[src/rtl/gpio_mask_pkg.sv]
package gpio_mask_pkg;
  localparam int unsigned GPIO_PINS = 8;

  typedef enum logic [3:0] {
    RD_NONE, RD_DATA, RD_DIR, RD_SENSE, RD_BOTH,
    RD_EVENT, RD_IE, RD_RAW, RD_MASKED, RD_MODE
  } rd_sel_e;

  typedef struct packed {
    logic wrData;
    logic wrDir;
    logic wrSense;
    logic wrBoth;
    logic wrEvent;
    logic wrIe;
    logic wrClr;
    logic wrMode;
    rd_sel_e rdSel;
    logic [GPIO_PINS-1:0] mask;
  } gpio_stb_t;
endpackage

[src/rtl/gpio_apb_ctrl.sv]
module gpio_apb_ctrl
  import gpio_mask_pkg::*;
#(
  parameter int unsigned ADDR_W = 12,
  parameter int unsigned PINS   = GPIO_PINS
) (
  input  logic              psel,
  input  logic              penable,
  input  logic              pwrite,
  input  logic [ADDR_W-1:0] paddr,
  output gpio_stb_t         stb
);
  localparam int unsigned WORD_W = ADDR_W - 2;
  localparam logic [WORD_W-1:0] CFG_BASE = WORD_W'(1) << PINS;
  localparam logic [WORD_W-1:0] SLOT_DIR    = 'd0;
  localparam logic [WORD_W-1:0] SLOT_SENSE  = 'd1;
  localparam logic [WORD_W-1:0] SLOT_BOTH   = 'd2;
  localparam logic [WORD_W-1:0] SLOT_EVENT  = 'd3;
  localparam logic [WORD_W-1:0] SLOT_IE     = 'd4;
  localparam logic [WORD_W-1:0] SLOT_RAW    = 'd5;
  localparam logic [WORD_W-1:0] SLOT_MASKED = 'd6;
  localparam logic [WORD_W-1:0] SLOT_CLR    = 'd7;
  localparam logic [WORD_W-1:0] SLOT_MODE   = 'd8;

  logic [WORD_W-1:0] wordIdx;
  logic [WORD_W-1:0] cfgIdx;
  logic inWindow;
  logic wrAcc;
  logic rdAcc;
  logic unusedLowAddr;

  assign wordIdx  = paddr[ADDR_W-1:2];
  assign cfgIdx   = wordIdx - CFG_BASE;
  assign inWindow = (wordIdx >> PINS) == '0;
  assign wrAcc    = psel & penable & pwrite;
  assign rdAcc    = psel & penable & ~pwrite;
  assign unusedLowAddr = ^paddr[1:0];

  always_comb begin
    stb       = '0;
    stb.rdSel = RD_NONE;
    stb.mask  = paddr[PINS+1:2];
    if (inWindow) begin
      stb.wrData = wrAcc;
      if (rdAcc) stb.rdSel = RD_DATA;
    end else begin
      case (cfgIdx)
        SLOT_DIR: begin
          stb.wrDir = wrAcc;
          if (rdAcc) stb.rdSel = RD_DIR;
        end
        SLOT_SENSE: begin
          stb.wrSense = wrAcc;
          if (rdAcc) stb.rdSel = RD_SENSE;
        end
        SLOT_BOTH: begin
          stb.wrBoth = wrAcc;
          if (rdAcc) stb.rdSel = RD_BOTH;
        end
        SLOT_EVENT: begin
          stb.wrEvent = wrAcc;
          if (rdAcc) stb.rdSel = RD_EVENT;
        end
        SLOT_IE: begin
          stb.wrIe = wrAcc;
          if (rdAcc) stb.rdSel = RD_IE;
        end
        SLOT_RAW: begin
          if (rdAcc) stb.rdSel = RD_RAW;
        end
        SLOT_MASKED: begin
          if (rdAcc) stb.rdSel = RD_MASKED;
        end
        SLOT_CLR: begin
          stb.wrClr = wrAcc;
        end
        SLOT_MODE: begin
          stb.wrMode = wrAcc;
          if (rdAcc) stb.rdSel = RD_MODE;
        end
        default: ;
      endcase
    end
  end
endmodule

[src/rtl/gpio_sync2.sv]
module gpio_sync2 #(
  parameter int unsigned W = 8
) (
  input  logic         clk,
  input  logic         rstN,
  input  logic [W-1:0] d,
  output logic [W-1:0] q
);
  logic [W-1:0] stage1;

  always_ff @(posedge clk or negedge rstN) begin
    if (!rstN) begin
      stage1 <= '0;
      q      <= '0;
    end else begin
      stage1 <= d;
      q      <= stage1;
    end
  end
endmodule

[src/rtl/gpio_irq_detect.sv]
module gpio_irq_detect #(
  parameter int unsigned PINS = 8
) (
  input  logic            clk,
  input  logic            rstN,
  input  logic [PINS-1:0] syncIn,
  input  logic [PINS-1:0] senseReg,
  input  logic [PINS-1:0] bothReg,
  input  logic [PINS-1:0] eventReg,
  input  logic [PINS-1:0] clrMask,
  output logic [PINS-1:0] rawStat
);
  logic [PINS-1:0] prevIn;
  logic [PINS-1:0] nextRaw;

  for (genvar i = 0; i < PINS; i++) begin : g_pin
    logic rise;
    logic fall;
    logic edgeHit;
    logic levelHit;
    assign rise     = syncIn[i] & ~prevIn[i];
    assign fall     = ~syncIn[i] & prevIn[i];
    assign edgeHit  = bothReg[i] ? (rise | fall) : (eventReg[i] ? rise : fall);
    assign levelHit = eventReg[i] ? syncIn[i] : ~syncIn[i];
    assign nextRaw[i] = senseReg[i] ? levelHit
                                    : (edgeHit | (rawStat[i] & ~clrMask[i]));
  end

  always_ff @(posedge clk or negedge rstN) begin
    if (!rstN) begin
      prevIn  <= '0;
      rawStat <= '0;
    end else begin
      prevIn  <= syncIn;
      rawStat <= nextRaw;
    end
  end
endmodule

[src/rtl/gpio_datapath.sv]
module gpio_datapath
  import gpio_mask_pkg::*;
#(
  parameter int unsigned PINS = GPIO_PINS
) (
  input  logic            clk,
  input  logic            rstN,
  input  gpio_stb_t       stb,
  input  logic [PINS-1:0] wrBus,
  input  logic [PINS-1:0] syncIn,
  input  logic [PINS-1:0] rawStat,
  input  logic [PINS-1:0] altOut,
  input  logic [PINS-1:0] altOe,
  output logic [PINS-1:0] dataReg,
  output logic [PINS-1:0] dirReg,
  output logic [PINS-1:0] senseReg,
  output logic [PINS-1:0] bothReg,
  output logic [PINS-1:0] eventReg,
  output logic [PINS-1:0] ieReg,
  output logic [PINS-1:0] modeReg,
  output logic [PINS-1:0] clrMask,
  output logic [PINS-1:0] pinOut,
  output logic [PINS-1:0] pinOe,
  output logic [PINS-1:0] rdVal,
  output logic            intOut
);
  logic [PINS-1:0] pinVal;
  logic [PINS-1:0] maskedStat;

  always_ff @(posedge clk or negedge rstN) begin
    if (!rstN) begin
      dataReg  <= '0;
      dirReg   <= '0;
      senseReg <= '0;
      bothReg  <= '0;
      eventReg <= '0;
      ieReg    <= '0;
      modeReg  <= '0;
    end else begin
      if (stb.wrData)  dataReg  <= (dataReg & ~stb.mask) | (wrBus & stb.mask);
      if (stb.wrDir)   dirReg   <= wrBus;
      if (stb.wrSense) senseReg <= wrBus;
      if (stb.wrBoth)  bothReg  <= wrBus;
      if (stb.wrEvent) eventReg <= wrBus;
      if (stb.wrIe)    ieReg    <= wrBus;
      if (stb.wrMode)  modeReg  <= wrBus;
    end
  end

  assign clrMask = stb.wrClr ? wrBus : '0;

  for (genvar i = 0; i < PINS; i++) begin : g_route
    assign pinOut[i] = modeReg[i] ? altOut[i] : dataReg[i];
    assign pinOe[i]  = modeReg[i] ? altOe[i]  : dirReg[i];
    assign pinVal[i] = pinOe[i] ? pinOut[i] : syncIn[i];
  end

  assign maskedStat = rawStat & ieReg;
  assign intOut     = |maskedStat;

  always_comb begin
    case (stb.rdSel)
      RD_DATA:   rdVal = pinVal & stb.mask;
      RD_DIR:    rdVal = dirReg;
      RD_SENSE:  rdVal = senseReg;
      RD_BOTH:   rdVal = bothReg;
      RD_EVENT:  rdVal = eventReg;
      RD_IE:     rdVal = ieReg;
      RD_RAW:    rdVal = rawStat;
      RD_MASKED: rdVal = maskedStat;
      RD_MODE:   rdVal = modeReg;
      default:   rdVal = '0;
    endcase
  end
endmodule

[src/rtl/gpio_mask_apb.sv]
module gpio_mask_apb
  import gpio_mask_pkg::*;
#(
  parameter int unsigned PINS   = GPIO_PINS,
  parameter int unsigned ADDR_W = 12,
  parameter int unsigned DATA_W = 32
) (
  input  logic              clk,
  input  logic              rstN,
  input  logic              psel,
  input  logic              penable,
  input  logic              pwrite,
  input  logic [ADDR_W-1:0] paddr,
  input  logic [DATA_W-1:0] pwdata,
  output logic [DATA_W-1:0] prdata,
  output logic              pready,
  output logic              pslverr,
  input  logic [PINS-1:0]   pinIn,
  output logic [PINS-1:0]   pinOut,
  output logic [PINS-1:0]   pinOe,
  input  logic [PINS-1:0]   altOut,
  input  logic [PINS-1:0]   altOe,
  output logic              intOut
);
  gpio_stb_t       stb;
  logic [PINS-1:0] wrBus;
  logic [PINS-1:0] syncIn;
  logic [PINS-1:0] rawStat;
  logic [PINS-1:0] dataReg, dirReg, senseReg, bothReg, eventReg, ieReg, modeReg;
  logic [PINS-1:0] clrMask;
  logic [PINS-1:0] rdVal;
  logic            unusedHighData;

  assign wrBus          = pwdata[PINS-1:0];
  assign unusedHighData = ^pwdata[DATA_W-1:PINS];
  assign prdata         = DATA_W'(rdVal);
  assign pready         = 1'b1;
  assign pslverr        = 1'b0;

  gpio_apb_ctrl #(.ADDR_W(ADDR_W), .PINS(PINS)) u_ctrl (
    .psel(psel), .penable(penable), .pwrite(pwrite), .paddr(paddr), .stb(stb)
  );

  gpio_sync2 #(.W(PINS)) u_sync (
    .clk(clk), .rstN(rstN), .d(pinIn), .q(syncIn)
  );

  gpio_irq_detect #(.PINS(PINS)) u_irq (
    .clk(clk), .rstN(rstN), .syncIn(syncIn), .senseReg(senseReg),
    .bothReg(bothReg), .eventReg(eventReg), .clrMask(clrMask), .rawStat(rawStat)
  );

  gpio_datapath #(.PINS(PINS)) u_dp (
    .clk(clk), .rstN(rstN), .stb(stb), .wrBus(wrBus), .syncIn(syncIn),
    .rawStat(rawStat), .altOut(altOut), .altOe(altOe),
    .dataReg(dataReg), .dirReg(dirReg), .senseReg(senseReg), .bothReg(bothReg),
    .eventReg(eventReg), .ieReg(ieReg), .modeReg(modeReg), .clrMask(clrMask),
    .pinOut(pinOut), .pinOe(pinOe), .rdVal(rdVal), .intOut(intOut)
  );
endmodule

[config.mk]
export PLATFORM = sky130hd
export DESIGN_NAME = gpio_mask_apb
export DESIGN_NICKNAME = d
export VERILOG_FILES = /design/src/rtl/gpio_mask_pkg.sv /design/src/rtl/gpio_apb_ctrl.sv /design/src/rtl/gpio_sync2.sv /design/src/rtl/gpio_irq_detect.sv /design/src/rtl/gpio_datapath.sv /design/src/rtl/gpio_mask_apb.sv
export SDC_FILE = /design/constraint.sdc
export NUM_CORES = 1
export LEC_CHECK = 0
export BUFFER_PORTS_ARGS = -buffer_cell sky130_fd_sc_hd__buf_4
export CORE_ASPECT_RATIO = 1.1
export CORE_UTILIZATION = 35
export CTS_CLUSTER_SIZE = 8
export DETAILED_ROUTE_END_ITERATION = 8
export PLACE_DENSITY = 0.66
export RECOVER_POWER = 100
export SLEW_MARGIN = 20
export SYNTH_ARGS = -nofsm -noshare
export SYNTH_HDL_FRONTEND = slang
export SYNTH_SLANG_ARGS = --single-unit
[constraint.sdc]
create_clock -name clk -period 3.1 [get_ports clk]
set_input_delay 0.465 -clock clk [delete_from_list [all_inputs] [get_ports clk]]
set_output_delay 0.465 -clock clk [all_outputs]
set_load 0.01 [all_outputs]
==> results of run 1 <==
## critical path, delay by kind of cell
family	cells	cell delay (ns)
AND/OR/NAND/NOR	3	1.47
buffers and inverters	2	0.30
AO/OA/AOI/OAI	2	0.30
## kinds of logic (layout without fill, tap and decap cells)
logic type	count (synthesis)	after routing	share of synthesized area [%]
compound gates	76	76	11.4
xor+xnor	8	8	1.41
fa+ha+maj	16	16	4.02
buf+inv	56	122	6.26
flops	88	88	44.3
mux	87	87	19.6
other cells	2	26	0.151
simple gates	107	107	12.9
## layout by cell type (no fill, tap or decap), types with 5 or more instances in the layout
| cell | count |
|---|---|
| a211oi_1 | 9 |
| a21boi_0 | 8 |
| a21oi_1 | 12 |
| a222oi_1 | 6 |
| a22o_1 | 5 |
| a22oi_1 | 6 |
| buf_4 | 68 |
| clkbuf_1 | 15 |
| clkbuf_16 | 9 |
| clkbuf_4 | 8 |
| conb_1 | 26 |
| dfrtp_1 | 88 |
| ha_1 | 16 |
| inv_1 | 19 |
| mux2_1 | 57 |
| mux2_2 | 25 |
| mux2i_1 | 5 |
| nand2_1 | 27 |
| nand2b_1 | 6 |
| nand3_1 | 8 |
| nand4_1 | 7 |
| nor2_1 | 13 |
| nor2b_1 | 12 |
| o21ai_0 | 5 |
| o31a_1 | 8 |
| xor2_1 | 8 |
## worst paths after layout
path,startpoint,endpoint,slack (ns)
max in group asynchronous,rstN,u_dp.ieReg[7],0.82
min in group asynchronous,rstN,u_sync.stage1[6],0.88
setup reg to reg,u_sync.q[5],u_irq.rawStat[5],1.64
hold reg to reg,u_sync.stage1[6],u_sync.q[6],0.35
setup / recovery,paddr[9],prdata[2],0.09
hold / removal,pinIn[4],u_sync.stage1[4],0.24
## per-stage QoR
stage / std cells / hold WS, ns / area [um^2] / worst slack, ns / power (mW)
after floorplan: 464 / 0.169 / 5070 / 0.516 / 1.40
after global placement: 704 / 0.333 / 5740 / 0.127 / 1.53
after detailed placement: 704 / 0.335 / 5740 / 0.113 / 1.54
after CTS: 718 / 0.145 / 6010 / 0.113 / 2.59
after global routing: 718 / 0.233 / 5960 / 0.0119 / 2.66
final: 718 / 0.242 / 5960 / 0.0950 / 2.55
## power by group through the flow
| stage | Combinational, mW | Clock (mW) | Sequential (mW) |
|---|---|---|---|
| after floorplan | 0.173 | 0 | 1.23 |
| after CTS | 0.312 | 1.06 | 1.21 |
| final | 0.300 | 1.04 | 1.21 |
| after detailed placement | 0.310 | 0 | 1.23 |
| after global placement | 0.303 | 0 | 1.23 |
| after global routing | 0.336 | 1.11 | 1.22 |
## state kept, by name (all words and copies together) (netlist names), named ones only
name,flops
u_irq.prevIn,8
u_irq.rawStat,8
u_dp.dirReg,8
u_dp.modeReg,8
u_sync.stage1,8
u_dp.eventReg,8
u_dp.senseReg,8
u_sync.q,8
u_dp.bothReg,8
u_dp.ieReg,8
## cells in the mapped netlist, types with 9 or more instances
cell / number / area, um^2
a211oi_1: 9 / 67.6
a21oi_1: 12 / 60.1
buf_4: 26 / 195
dfrtp_1: 88 / 2200
ha_1: 16 / 200
inv_1: 19 / 71.3
mux2_1: 41 / 462
mux2_2: 41 / 462
nand2_1: 27 / 101
nor2_1: 13 / 48.8
nor2b_1: 12 / 75.1
## cell type report
class	count	area [um^2]	area share (%)
clock buffers	13	240	4.03
clock inverters	1	30.0	0.504
inverters	20	75.1	1.26
multi-input cells	320	2540	42.7
flip-flops and latches	88	2200	37.0
well taps	188	235	3.95
repair buffers	88	632	10.6
## layer usage
layer	track usage (%)	routed length, um	share of wire (%)	up-vias
met5	0	0	0	-
met4	7.32	255	2.0	0
met3	4.08	780	6.1	19
met2	29.9	6200	49	140
met1	24.1	5520	43	1823
li1	-	-	-	1737
==> impl_metrics.csv, run 1 <==
group,metric,value,unit
status,status,"finished with violations",
status,violations,"capacitance limit, slew limit",
final_layout,num_antenna_cells,0,
power_and_ir_drop,power_leakage,2.90,nW
cts,root_buffer,"clkbuf_16",
power_and_ir_drop,internal_power,1.94,mW
floorplan,rows,45,
worst_setup_path,crit_required,2.63,ns
cts,clk_path_buf_depth,2,
global_route,grt_pass1_vias,3756,
power_and_ir_drop,seqPwrFrac,47.6,%
sta,max-slew-margin-rel,-64.9,%
power_and_ir_drop,sw_frac_of_total,23.7,%
sta,setup-violations-final,0,
global_route,grtUsageTotal,18.5,%
sta,rsz0062_at_grt,"false",
run,maxCapViolCount,1,
worst_setup_path,cp.arrival,2.54,ns
routing,num_vias,3719,
final_layout,fill_cells,1368,
yosys,synth.distinct_cells,52,
yosys,avgSynthCellArea,11.3,um^2
worst_setup_path,critPathMaxFanout,5,
floorplan,io_pins,124,
worst_setup_path,critPathLaunchType,"primary input",
cts,cts_tree,"built",
final_layout,post-route-util,43.0,%
cts,post_cts_resized,0,
routing,drc,0,
yosys,ys.warnings.count,0,
cts,clock_sinks,88,
sta,slew_violations,43,
place,port_buffers,71,
sta,period_minus_slack,3.01,ns
place,hpwl,9440,um
sta,skew,0.00384,ns
worst_setup_path,worstRegToRegCells,6,
routing,wl,12800,um
power_and_ir_drop,power_frac_comb,11.8,%
sta,timing.fmax,0.333,GHz
worst_setup_path,crit_slowest_cell,"or4b_4",
yosys,netlist_instances,440,
cts,path_clk_slew,0.06,ns
yosys,synth-async-reset-ratio,100,%
power_and_ir_drop,clkPwrFrac,40.6,%
sta,tightest_slew,2.47,ns
worst_setup_path,max_stage_delay,0.56,ns
routing,drt-pass1-iter-count,5,
sta,hold_viol,0,
final_layout,area_growth,19.8,%
global_route,antenna_found_initial,0,
worst_setup_path,crit_path_frequent_cell,"buf_4",
power_and_ir_drop,p_sw,0.604,mW
global_route,grt_pass1_wl,20200,um
hold_path,hp-class,"in -> reg",
floorplan,core_area,13900,um^2
routing,ant_nets,0,
cts,numCtsBuffers,9,
cts,htreeDepth,3,
worst_setup_path,setup.worst_path.class,"in -> out",
floorplan,design.die.area,14700,um^2
final_layout,drive_gt1_share,22.8,%
yosys,synth-seq-cells,88,
yosys,synthFlopType,"dfrtp_1",
place,place.gp.congestion,0.892,
yosys,synth_area,4980,um^2
yosys,synth_edf_count,0,
floorplan,fp.dieH,127,um
global_route,overflow,0,
cts,postCtsSetupBuffers,0,
power_and_ir_drop,power-per-cell-area,427,nW/um^2
final_layout,layout.nets,616,
global_route,grt_max_degree,47,
worst_setup_path,cp-end-kind,"output port",
routing,wl_per_cell,17.8,um
floorplan,start_util,35.9,%
sta,fin_crit_sh,96.9,%
hold_path,holdPathStages,1,
cts,cts-hold-fix-buffers,0,
routing,drt_iter0_drc,198,
routing,routed_via_density,5.18,
worst_setup_path,crit_chain,"buf_4, or4b_4, or4_4, nor4b_4, a22oi_1, o211ai_1, buf_4",
yosys,synth-seq-area-share,44.3,%
power_and_ir_drop,irDropWorstVdd,0.264,mV
cts,insertion_delay,0.34,ns
sta,final.setup.tns,0,ns
floorplan,fp.dieW,116,um
No activity file was read; power rests on OpenSTA's default activity.
==> run 2: changes to the inputs <==
--- a/config.mk
+++ b/config.mk
@@ -5,6 +5,7 @@
 export SDC_FILE = /design/constraint.sdc
 export NUM_CORES = 1
 export LEC_CHECK = 0
+export ABC_AREA = 1
 export BUFFER_PORTS_ARGS = -buffer_cell sky130_fd_sc_hd__buf_4
 export CORE_ASPECT_RATIO = 1.1
 export CORE_UTILIZATION = 35
==> run 2 against run 1 <==
Global-route usage is 0.21 points lower; largest power group unchanged; sequential cell count unchanged; cell area down 1.7%; clock power hardly changed; clock-buffer cell count fell by 4; first-iteration DRC count up 31%; register-to-register slack better by 0.14 ns; area after synthesis is essentially flat; critical path type unchanged; cell count rose by 26%; die area about the same; the run now ends clean.
==> impl_metrics.csv, run 2 <==
group,metric,value,unit
sta,max-slew-margin-rel,3.22,%
yosys,yosys-top-cells-area,"dfrtp_1, nand2_1, o21ai_0, inv_1, buf_4",
hold_path,hold_path_end,"u_sync.stage1[0]",
hold_path,min_from,"pinIn[0]",
yosys,synth.distinct_cells,38,
worst_setup_path,ff2ff_setup_slack,1.78,ns
routing,wl_per_cell,14.1,um
routing,drt_iter0_drc,259,
worst_setup_path,critPathMaxFanout,8,
worst_setup_path,crit_required,2.63,ns
yosys,synth-async-reset-ratio,100,%
final_layout,layout_commonest_cell,"nand2_1",
yosys,synth-seq-cells,88,
sta,timing.fmax,0.370,GHz
cts,insertion_delay,0.34,ns
global_route,grt_pass1_vias,4014,
routing,drc,0,
hold_path,hp-class,"in -> reg",
worst_setup_path,cp.arrival,2.24,ns
sta,tightest_slew,1.45,ns
run,maxCapViolCount,0,
yosys,ys_top_cells_by_count,"nand2_1, dfrtp_1, o21ai_0",
routing,routed_via_density,4.82,
yosys,synthFlopType,"dfrtp_1",
cts,root_buffer,"clkbuf_16",
worst_setup_path,worstRegToRegCells,5,
floorplan,fp.dieH,127,um
power_and_ir_drop,irDropWorstVdd,0.300,mV
power_and_ir_drop,power_leakage,2.80,nW
yosys,netlist_instances,629,
cts,postCtsSetupBuffers,0,
yosys,ys.warnings.count,0,
yosys,yosysTopAreaCell,"dfrtp_1",
cts,cts_tree,"built",
yosys,synth_top_area_share,44.2,%
power_and_ir_drop,finalPower,2.48,mW
sta,setup-violations-final,0,
cts,path_clk_slew,0.07,ns
yosys,synth-seq-area-share,44.2,%
floorplan,rows,45,
yosys,synth_area,4980,um^2
final_layout,area_growth,17.7,%
sta,rsz0062_at_grt,"false",
yosys,avgSynthCellArea,7.91,um^2
global_route,grt_max_degree,58,
routing,ant_nets,0,
floorplan,io_pins,124,
routing,num_vias,4353,
floorplan,start_util,35.9,%
floorplan,core_area,13900,um^2
global_route,overflow,0,
floorplan,fp.dieW,116,um
final_layout,num_antenna_cells,0,
worst_setup_path,setup.worst_path.class,"in -> out",
worst_setup_path,cp-end-kind,"output port",
final_layout,fin_area,5860,um^2
yosys,synth_edf_count,0,
final_layout,layout.nets,800,
power_and_ir_drop,power-per-cell-area,423,nW/um^2
place,hpwl,9360,um
sta,holdWs,0.245,ns
cts,numCtsBuffers,9,
hold_path,holdPathStages,1,
sta,period_minus_slack,2.71,ns
worst_setup_path,r2r_end,"u_irq.rawStat[5]",
sta,final.setup.tns,0,ns
cts,clock_sinks,88,
cts,post_cts_resized,0,
routing,wl,12700,um
cts,clk_path_buf_depth,2,
place,port_buffers,71,
status,status,"completed",
final_layout,layout_common_cells,"nand2_1, o21ai_0, dfrtp_1",
global_route,grtUsageTotal,18.3,%
cts,cts-hold-fix-buffers,0,
sta,slew_violations,0,
place,post_dp_cell_area,5690,um^2
final_layout,drive_gt1_share,15.1,%
yosys,yosysMostFrequentCell,"nand2_1",
global_route,antenna_found_initial,0,
routing,drt-pass1-iter-count,5,
sta,hold_viol,0,
worst_setup_path,r2r-start,"u_sync.q[5]",
floorplan,design.die.area,14700,um^2
cts,htreeDepth,3,
place,place.gp.congestion,0.897,
worst_setup_path,critPathLaunchType,"primary input",
sta,skew,0.00642,ns
sta,fin_crit_sh,87.3,%
global_route,grt_pass1_wl,20500,um
[run 2: area by class of cell]
cell class	instances	area [um^2]
Tap cell	188	235
Timing Repair Buffer	82	536
Sequential cell	88	2200
Clock buffer	9	225
Fill cell	1478	7990
Clock inverter	7	55.1
Multi-Input combinational cell	442	2280
Inverter	88	330
[run 2: worst max path at each step]
stage / from / end / slack [ns] / cells after the start
after detailed placement: penable / prdata[4] / 0.49 / 9
final: paddr[5] / prdata[4] / 0.39 / 12
after CTS: penable / prdata[4] / 0.48 / 9
after global placement: penable / prdata[4] / 0.50 / 9
after global routing: paddr[5] / prdata[4] / 0.21 / 12
after floorplan: paddr[8] / prdata[5] / 1.08 / 14
[run 2: cells by family (layout without fill, tap and decap cells)]
kind of cell	count (synthesis)	count (layout)	synth area share, %
buf+inv	123	186	11.5
xor+xnor	1	1	0.176
fa+ha+maj	16	16	4.02
simple gates	262	262	24.5
flops	88	88	44.2
compound gates	135	135	15.0
other cells	2	26	0.151
mux	2	2	0.452
[run 2: where the power goes]
group / switching, mW / internal [mW]
clock network: 0.474 / 0.550
logic: 0.155 / 0.0896
registers: 0.0255 / 1.19
total: 0.654 / 1.83
[run 2: critical path, stage by stage]
cell	delay, ns
clkbuf_1	0.18
inv_1	0.13
nand2_1	0.22
nor2_1	0.09
nand3_1	0.13
nand3_1	0.11
o21ai_2	0.15
inv_1	0.11
nor2_8	0.26
o211ai_1	0.13
nand2_1	0.10
clkbuf_1	0.15
[run 2: stage by stage]
| stage | utilization (%) | setup slack (ns) | cells |
|---|---|---|---|
| floorplan | - | 1.08 | 653 |
| detailed placement | 41.1 | 0.494 | 888 |
| CTS | 43.1 | 0.484 | 904 |
| finish | 42.3 | 0.394 | 904 |
| global route | 42.3 | 0.212 | 904 |
| global placement | 41.1 | 0.504 | 888 |
[run 2: metal layers]
layer	global-route usage (%)	wire length, um
met1	25.2	5850
met2	28.3	5860
met3	3.37	658
met4	7.77	374
met5	0	0
